<file path="src/rtl/swp_pkg.sv">
package swp_pkg;

   typedef enum logic [2:0] {
      ST_IDLE,
      ST_PCOLLECT,
      ST_PISSUE,
      ST_PSINK,
      ST_RFETCH,
      ST_RSHIFT
   } swp_state_e;

   localparam logic [1:0] BUSY_NONE = 2'b00;
   localparam logic [1:0] BUSY_PROG = 2'b10;
   localparam logic [1:0] BUSY_READ = 2'b11;

endpackage

</file>
<file path="src/rtl/swp_guard.sv">
module swp_guard #(
   parameter int DW         = 32,
   parameter int DEPTH      = 200,
   parameter int SECT_WORDS = 64,
   parameter int MAX_WORDS  = 128,
   localparam int AW    = $clog2(DEPTH),
   localparam int BCW   = $clog2(MAX_WORDS * DW + 1),
   localparam int NSECT = (DEPTH + SECT_WORDS - 1) / SECT_WORDS,
   localparam int LDW   = $clog2(DW),
   localparam int SB    = $clog2(SECT_WORDS)
) (
   input  logic [AW:0]      chk_addr,
   input  logic [BCW-1:0]   burst,
   input  logic [NSECT-1:0] wprot,
   input  logic [NSECT-1:0] rprot,
   output logic             rd_allow,
   output logic             wr_allow,
   output logic             pburst_ok,
   output logic             rburst_ok
);

   logic in_range;
   logic sect_wp;
   logic sect_rp;

   assign in_range = chk_addr < (AW+1)'(DEPTH);

   // sector lookup: a single sector needs no index bits
   generate
      if (NSECT == 1) begin : g_one_sect
         assign sect_wp = wprot[0];
         assign sect_rp = rprot[0];
      end else begin : g_many_sect
         localparam int IW   = AW - SB;
         localparam int PADW = 1 << IW;
         logic [PADW-1:0] wp_pad;
         logic [PADW-1:0] rp_pad;
         logic [IW-1:0]   idx;
         assign wp_pad  = PADW'(wprot);
         assign rp_pad  = PADW'(rprot);
         assign idx     = chk_addr[AW-1:SB];
         assign sect_wp = wp_pad[idx];
         assign sect_rp = rp_pad[idx];
      end
   endgenerate

   assign rd_allow  = in_range && !sect_rp;
   assign wr_allow  = in_range && !sect_rp && !sect_wp;
   assign pburst_ok = burst == BCW'(DW);
   assign rburst_ok = (burst != '0) && (burst[LDW-1:0] == '0)
                      && (burst <= BCW'(MAX_WORDS * DW));

endmodule

</file>
<file path="src/rtl/swp_shift.sv">
module swp_shift #(
   parameter int DW = 32
) (
   input  logic          clk,
   input  logic          rst_n,
   input  logic          load,
   input  logic [DW-1:0] ld_word,
   input  logic          shin,
   input  logic          shin_bit,
   input  logic          shout,
   output logic [DW-1:0] word,
   output logic          msb
);

   logic [DW-1:0] sr;

   always_ff @(posedge clk) begin
      if (!rst_n)
         sr <= '0;
      else if (load)
         sr <= ld_word;
      else if (shin)
         sr <= {sr[DW-2:0], shin_bit};
      else if (shout)
         sr <= {sr[DW-2:0], 1'b1};
   end

   assign word = sr;
   assign msb  = sr[DW-1];

endmodule

</file>
<file path="src/rtl/swp_ctrl.sv">
module swp_ctrl
   import swp_pkg::*;
#(
   parameter int DW        = 32,
   parameter int DEPTH     = 200,
   parameter int MAX_WORDS = 128,
   localparam int AW  = $clog2(DEPTH),
   localparam int BCW = $clog2(MAX_WORDS * DW + 1),
   localparam int WCW = $clog2(MAX_WORDS + 1),
   localparam int LDW = $clog2(DW)
) (
   input  logic           clk,
   input  logic           rst_n,
   input  logic           sp_read,
   input  logic           sp_write,
   input  logic [AW-1:0]  sp_addr,
   input  logic [BCW-1:0] sp_burst,
   input  logic           rd_allow,
   input  logic           wr_allow,
   input  logic           pburst_ok,
   input  logic           rburst_ok,
   input  logic           arr_ack,
   output logic [AW:0]    chk_addr,
   output logic           sp_wait,
   output logic           sp_rvalid,
   output logic           arr_req,
   output logic           arr_we,
   output logic [AW-1:0]  arr_addr,
   output logic [1:0]     busy,
   output logic           wr_ok,
   output logic           rd_ok,
   output logic           sh_load,
   output logic           sh_ones,
   output logic           sh_in,
   output logic           sh_out
);

   swp_state_e     state;
   logic [AW:0]    cur_addr;
   logic [WCW-1:0] words_left;
   logic [LDW-1:0] bit_cnt;
   logic [BCW-1:0] sink_left;
   logic           last_bit;

   assign last_bit  = bit_cnt == LDW'(DW - 1);
   assign chk_addr  = (state == ST_IDLE) ? {1'b0, sp_addr} : cur_addr;
   assign arr_addr  = cur_addr[AW-1:0];
   assign sp_wait   = !(state inside {ST_IDLE, ST_PCOLLECT, ST_PSINK});
   assign sp_rvalid = state == ST_RSHIFT;
   assign arr_we    = state == ST_PISSUE;
   assign arr_req   = (state == ST_PISSUE) || ((state == ST_RFETCH) && rd_allow);
   assign sh_in     = ((state == ST_IDLE) && sp_write && pburst_ok && wr_allow)
                      || ((state == ST_PCOLLECT) && sp_write);
   assign sh_load   = (state == ST_RFETCH) && (!rd_allow || arr_ack);
   assign sh_ones   = !rd_allow;
   assign sh_out    = state == ST_RSHIFT;

   always_comb begin
      case (state)
         ST_PCOLLECT, ST_PISSUE, ST_PSINK: busy = BUSY_PROG;
         ST_RFETCH, ST_RSHIFT:             busy = BUSY_READ;
         default:                          busy = BUSY_NONE;
      endcase
   end

   always_ff @(posedge clk) begin
      if (!rst_n) begin
         state      <= ST_IDLE;
         cur_addr   <= '0;
         words_left <= '0;
         bit_cnt    <= '0;
         sink_left  <= '0;
         wr_ok      <= 1'b0;
         rd_ok      <= 1'b0;
      end else begin
         case (state)
            ST_IDLE: begin
               if (sp_write) begin
                  cur_addr <= {1'b0, sp_addr};
                  if (pburst_ok && wr_allow) begin
                     bit_cnt <= LDW'(1);
                     state   <= ST_PCOLLECT;
                  end else if (sp_burst <= BCW'(1)) begin
                     wr_ok <= 1'b0;
                  end else begin
                     sink_left <= sp_burst - BCW'(1);
                     state     <= ST_PSINK;
                  end
               end else if (sp_read) begin
                  cur_addr <= {1'b0, sp_addr};
                  if (rburst_ok) begin
                     words_left <= WCW'(sp_burst >> LDW);
                     bit_cnt    <= '0;
                     rd_ok      <= 1'b1;
                     state      <= ST_RFETCH;
                  end else begin
                     rd_ok <= 1'b0;
                  end
               end
            end
            ST_PCOLLECT: begin
               if (sp_write) begin
                  bit_cnt <= bit_cnt + LDW'(1);
                  if (last_bit) state <= ST_PISSUE;
               end
            end
            ST_PISSUE: begin
               if (arr_ack) begin
                  wr_ok <= 1'b1;
                  state <= ST_IDLE;
               end
            end
            ST_PSINK: begin
               if (sp_write) begin
                  sink_left <= sink_left - BCW'(1);
                  if (sink_left == BCW'(1)) begin
                     wr_ok <= 1'b0;
                     state <= ST_IDLE;
                  end
               end
            end
            ST_RFETCH: begin
               if (!rd_allow) begin
                  rd_ok <= 1'b0;
                  state <= ST_RSHIFT;
               end else if (arr_ack) begin
                  state <= ST_RSHIFT;
               end
            end
            ST_RSHIFT: begin
               bit_cnt <= bit_cnt + LDW'(1);
               if (last_bit) begin
                  cur_addr   <= cur_addr + (AW+1)'(1);
                  words_left <= words_left - WCW'(1);
                  state      <= (words_left == WCW'(1)) ? ST_IDLE : ST_RFETCH;
               end
            end
            default: state <= ST_IDLE;
         endcase
      end
   end

endmodule

</file>
<file path="src/rtl/serial_word_port.sv">
module serial_word_port #(
   parameter int DW         = 32,
   parameter int DEPTH      = 200,
   parameter int SECT_WORDS = 64,
   parameter int MAX_WORDS  = 128,
   localparam int AW    = $clog2(DEPTH),
   localparam int BCW   = $clog2(MAX_WORDS * DW + 1),
   localparam int NSECT = (DEPTH + SECT_WORDS - 1) / SECT_WORDS
) (
   input  logic             clk,
   input  logic             rst_n,
   input  logic [AW-1:0]    sp_addr,
   input  logic             sp_read,
   input  logic             sp_write,
   input  logic             sp_wbit,
   input  logic [BCW-1:0]   sp_burst,
   output logic             sp_wait,
   output logic             sp_rvalid,
   output logic             sp_rbit,
   input  logic [NSECT-1:0] wprot,
   input  logic [NSECT-1:0] rprot,
   output logic             arr_req,
   output logic             arr_we,
   output logic [AW-1:0]    arr_addr,
   output logic [DW-1:0]    arr_wdata,
   input  logic             arr_ack,
   input  logic [DW-1:0]    arr_rdata,
   output logic [1:0]       busy,
   output logic             wr_ok,
   output logic             rd_ok
);

   if (DW < 2 || (DW & (DW - 1)) != 0) begin : g_bad_dw
      $error("DW must be a power of two of at least 2");
   end
   if (SECT_WORDS < 1 || (SECT_WORDS & (SECT_WORDS - 1)) != 0 || SECT_WORDS > DEPTH) begin : g_bad_sect
      $error("SECT_WORDS must be a power of two no larger than DEPTH");
   end
   if (DEPTH < 2 || MAX_WORDS < 1) begin : g_bad_size
      $error("DEPTH must be at least 2 and MAX_WORDS at least 1");
   end

   logic [AW:0]   chk_addr;
   logic          rd_allow, wr_allow, pburst_ok, rburst_ok;
   logic          sh_load, sh_ones, sh_in, sh_out;
   logic [DW-1:0] ld_word;

   swp_guard #(.DW(DW), .DEPTH(DEPTH), .SECT_WORDS(SECT_WORDS), .MAX_WORDS(MAX_WORDS)) u_guard (
      .chk_addr  (chk_addr),
      .burst     (sp_burst),
      .wprot     (wprot),
      .rprot     (rprot),
      .rd_allow  (rd_allow),
      .wr_allow  (wr_allow),
      .pburst_ok (pburst_ok),
      .rburst_ok (rburst_ok)
   );

   swp_ctrl #(.DW(DW), .DEPTH(DEPTH), .MAX_WORDS(MAX_WORDS)) u_ctrl (
      .clk       (clk),
      .rst_n     (rst_n),
      .sp_read   (sp_read),
      .sp_write  (sp_write),
      .sp_addr   (sp_addr),
      .sp_burst  (sp_burst),
      .rd_allow  (rd_allow),
      .wr_allow  (wr_allow),
      .pburst_ok (pburst_ok),
      .rburst_ok (rburst_ok),
      .arr_ack   (arr_ack),
      .chk_addr  (chk_addr),
      .sp_wait   (sp_wait),
      .sp_rvalid (sp_rvalid),
      .arr_req   (arr_req),
      .arr_we    (arr_we),
      .arr_addr  (arr_addr),
      .busy      (busy),
      .wr_ok     (wr_ok),
      .rd_ok     (rd_ok),
      .sh_load   (sh_load),
      .sh_ones   (sh_ones),
      .sh_in     (sh_in),
      .sh_out    (sh_out)
   );

   assign ld_word = sh_ones ? '1 : arr_rdata;

   swp_shift #(.DW(DW)) u_shift (
      .clk      (clk),
      .rst_n    (rst_n),
      .load     (sh_load),
      .ld_word  (ld_word),
      .shin     (sh_in),
      .shin_bit (sp_wbit),
      .shout    (sh_out),
      .word     (arr_wdata),
      .msb      (sp_rbit)
   );

endmodule

</file>
<file path="config.mk">
export PLATFORM = sky130hd
export DESIGN_NAME = serial_word_port
export DESIGN_NICKNAME = d
export VERILOG_FILES = /design/src/rtl/swp_pkg.sv /design/src/rtl/swp_guard.sv /design/src/rtl/swp_shift.sv /design/src/rtl/swp_ctrl.sv /design/src/rtl/serial_word_port.sv
export SDC_FILE = /design/constraint.sdc
export NUM_CORES = 1
export LEC_CHECK = 0
export ABC_AREA = 1
export BUFFER_PORTS_ARGS = -buffer_cell sky130_fd_sc_hd__buf_4
export CAP_MARGIN = 25
export CORE_ASPECT_RATIO = 1.2
export CORE_MARGIN = 1.5
export CORE_UTILIZATION = 40
export DETAILED_ROUTE_END_ITERATION = 12
export GPL_TIMING_DRIVEN = 1
export HOLD_SLACK_MARGIN = 0.1
export SLEW_MARGIN = 20
export SYNTH_ARGS = -nofsm -noshare
export SYNTH_HDL_FRONTEND = slang
export SYNTH_SLANG_ARGS = --single-unit
</file>
<file path="constraint.sdc">
create_clock -name clk -period 2.2 [get_ports clk]
set_input_delay 0.11 -clock clk [delete_from_list [all_inputs] [get_ports clk]]
set_output_delay 0.11 -clock clk [all_outputs]
set_load 0.1 [all_outputs]
</file>
==> summary.txt <==
STA
  • Pins over their slew limit: 0
  • Setup WS post-layout: ~0.086 ns
  • Final period util: just under 100%
  • Clock tree skew after final layout: between 0.005 and 0.006 ns
  • Min Hold Slack: ~0.10 ns
  • Headroom to the max-slew limit: 40.6%
  • Measured slew at the worst slew-check pin: around 0.9 ns
  • Timing-limited maximum frequency: between 400 and 500 MHz
  • Setup TNS after final layout: 0 ns
  • Hold Fails Final Rpt: 0
  • Setup violation total in the final timing report: 0
  • Minimum clock period after layout: roughly 2.1 ns

Power
  • Share of total power in sequential cells: 18.7%
  • Switching part of the total: about 56%
  • Worst VDD drop: roughly 0.95 mV
  • Reported net switching power: around 0.007 W
  • Internal Dissipation: about 0.0056 W
  • Total power density per cell area: around 1800 nW/um^2
  • Static Leak: ~3.4 nW
  • Portion of total power attributed to combinational logic: between 60% and 70%
  • Fraction of power consumed by the clock network: a little over an eighth

Logic synthesis
  • Most used flip-flop cell after synthesis: dfxtp_1
  • Library cell with the largest summed area after synthesis: dfxtp_1
  • Cell with the most instances after synthesis: nand2_1
  • Number of synthesized flops with an enable pin: 0
  • Synthesized netlist net count: 902
  • Register area share after synthesis: 29.0%
  • Cells after Synth: 826
  • Distinct cell type count after synthesis: 44
  • List of most frequent post-synthesis cells: nand2_1, nor2_1, inv_1
  • Yosys warnings: 0
  • Total of flip-flops plus latches after synthesis: 72
  • Share of flip-flops with an asynchronous set or reset after synthesis: 0%
  • Average footprint of a synthesized cell: between 6 and 7 sq um
  • Portion of synthesized cell area occupied by the leading cell type: about 29%
  • Synthesized cell area: around 5000 sq um
  • Leading post-synthesis cells by cell area: dfxtp_1, nand2_1, nor2_1

Route
  • Average wire length per cell after detail routing: about 14 microns
  • Antenna Nets Post-Route: 0
  • Average vias per placed instance: just over 5
  • Final WL: ~16000 microns
  • Number of DRC violations after detailed-routing iteration 0: between 300 and 400
  • Count of unresolved DRC violations after routing: 0
  • Iteration count of the initial detailed-routing pass: 5
  • Via count: 5698

Place
  • Input/output buffers: 115
  • Pre-CTS setup slack: -0.0555 ns
  • Routability congestion estimate from global placement: around 0.94
  • DP HPWL: approximately 11000 microns

Floorplanning
  • I/O pin count: 116
  • Die Footprint: about 13000 sq um
  • Initial cell density of the core: approximately two fifths
  • Rows: 44
  • Floorplan die width: about 100 microns
  • Die Ht: about 130 microns
  • Total core area: about 12000 sq um

Clock tree
  • Total number of H-tree levels: 3
  • Clock root buffer master: clkbuf_16
  • Num Clock Sinks: approximately 70
  • Clock tree from TritonCTS: yes
  • Clock-pin slew on the worst setup and hold paths: ~0.060 ns
  • Buffer levels on the longest clock path: 2
  • Total CTS buffers: 9
  • Clock latency at the later pin of the worst-skew pair: 0.34 ns

GRT
  • Pin count of the biggest net entering global routing: 50
  • Via count of the first global-routing pass: approximately 5.2k
  • Global Route Usage Sum: between 20% and 30%
  • Number of antenna violations at the first check in global routing: 0
  • First-pass GRT wire length: 24800 microns
  • Total congestion overflow after global routing: 0

Setup path
  • Worst setup path class: reg -> out
  • Kind of start point of the critical path: flip-flop
  • Crit-path slowest cell: dfxtp_2
  • Crit path required time: 2.09 ns
  • Cell mode on critical path: buf_12
  • Crit. End Element: primary output
  • Worst endpoint data arrival time: ~2.0 ns
  • CP Max Fanout: 16
  • Largest delay share family, worst path: simple AND/OR/NAND/NOR gates
  • Chain of cells forming the critical path: nor2_4 > buf_12 > nand3_4 > nand2_4 > nand3_1 > nand2_2 > nand2_4 > buf_12 > o22ai_4 > buf_12
  • Critical path's largest stage delay: ~0.34 ns
  • CP bufs+invs: 3

Layout
  • Share of layout cells above drive strength 1: about 22%
  • Post-Route Utilization: about 56%
  • Final-stage net count: approximately 1.0k
  • Number of inserted diodes: 0
  • Syn-to-layout area delta: 37.2%

Status
  • Status: completed

Worst hold path
  • Hold Crit Class: in -> reg

Flow run
  • Count of maximum capacitance violations: 0
[timing repair]
item	CTS	global route
hold buffers	4	0
buffers inserted	0	7
endpoints found under the setup margin	32	63
resized for setup	5	33
pin swaps	0	4
cloned	0	5
hold endpoints to repair	4	0
[cell usage in the layout (no fill, tap or decap), types with 5 or more instances in the layout]
cell       netlist  final
xor2_1           8      8
buf_12           0      7
nor2_1         174    172
nor3_1          11     11
ha_1             9      9
a21oi_1         54     53
nand2_1        179    175
o21ai_1         17     15
nand3_1         44     40
a211oi_1         8      8
nand4_1         10     10
o21ai_0         47     46
mux2_2           6      6
nand2_4          1      5
dfxtp_1         72     70
buf_4            9    139
clkbuf_16        0     14
inv_1          103    101
[metrics by stage]
stage / cells / cell area [sq um] / total power [W]
CTS: 1109 / 6470 / 0.0119
global route: 1121 / 6810 / 0.0134
detailed placement: 1090 / 6070 / 0.0102
finish: 1121 / 6810 / 0.0126
global placement: 1090 / 6070 / 0.0101
floorplan: 826 / 4980 / 0.00841
[worst paths after layout]
check | cells past startpoint | start | slack, ns | to
max | 10 | u_ctrl.state[1] | 0.09 | arr_req
min | 3 | sp_addr[1] | 0.10 | u_ctrl.cur_addr[1]
max reg2reg | 13 | u_ctrl.state[1] | 0.10 | u_shift.word[21]
min reg2reg | 2 | u_ctrl.wr_ok | 0.47 | u_ctrl.wr_ok
[power by group through the flow]
stage               Clock [W]  Sequential, W  Combinational (W)
finish                0.00166        0.00235            0.00858
global route          0.00174        0.00243            0.00927
CTS                   0.00169        0.00234            0.00787
detailed placement          0        0.00237            0.00780
global placement            0        0.00235            0.00772
floorplan                   0        0.00413            0.00428
[worst register-to-register path, delay by kind of cell, from the launching register on]
family,cells,cell delay [ns]
and+or+nand+nor,7,0.83
DFF,1,0.34
buffers and inverters,4,0.56
AOI/OAI and AO/OA,2,0.26
[flip-flops by register name (all words and copies together) (netlist names)]
name / flops
u_ctrl.words_left: 8
u_ctrl.sink_left: 13
u_ctrl.wr_ok: 1
u_ctrl.cur_addr: 9
u_ctrl.rd_ok: 1
u_ctrl.bit_cnt: 5
u_shift.word: 32
u_ctrl.state: 3
[logic make-up (layout without fill, tap and decap cells)]
logic type / Yosys count / count (layout) / synth area share [%]
buffers and inverters: 143 / 277 / 12.2
XOR/XNOR: 10 / 10 / 1.76
adder cells (fa/ha/maj): 9 / 9 / 2.27
AND/OR/NAND/NOR: 437 / 437 / 36.5
AO/OA/AOI/OAI: 145 / 145 / 16.1
flip-flops: 72 / 72 / 29.0
multiplexers: 10 / 10 / 2.17
[final cells by class]
cell class,instances,area (sq um)
clock inverters,6,109
inverters,106,402
clock buffers,9,225
fillers,1238,5300
repair buffers,156,1360
flip-flops and latches,72,1440
well taps,161,201
multi-input cells,611,3070
[layer usage]
layer | part of all wire (%) | global-route usage (%)
met1 | 42 | 27.8
met5 | 0 | 0
met4 | 2.4 | 9.59
met3 | 4.9 | 3.65
met2 | 50 | 41.0
(Power assumes the default switching activity.)
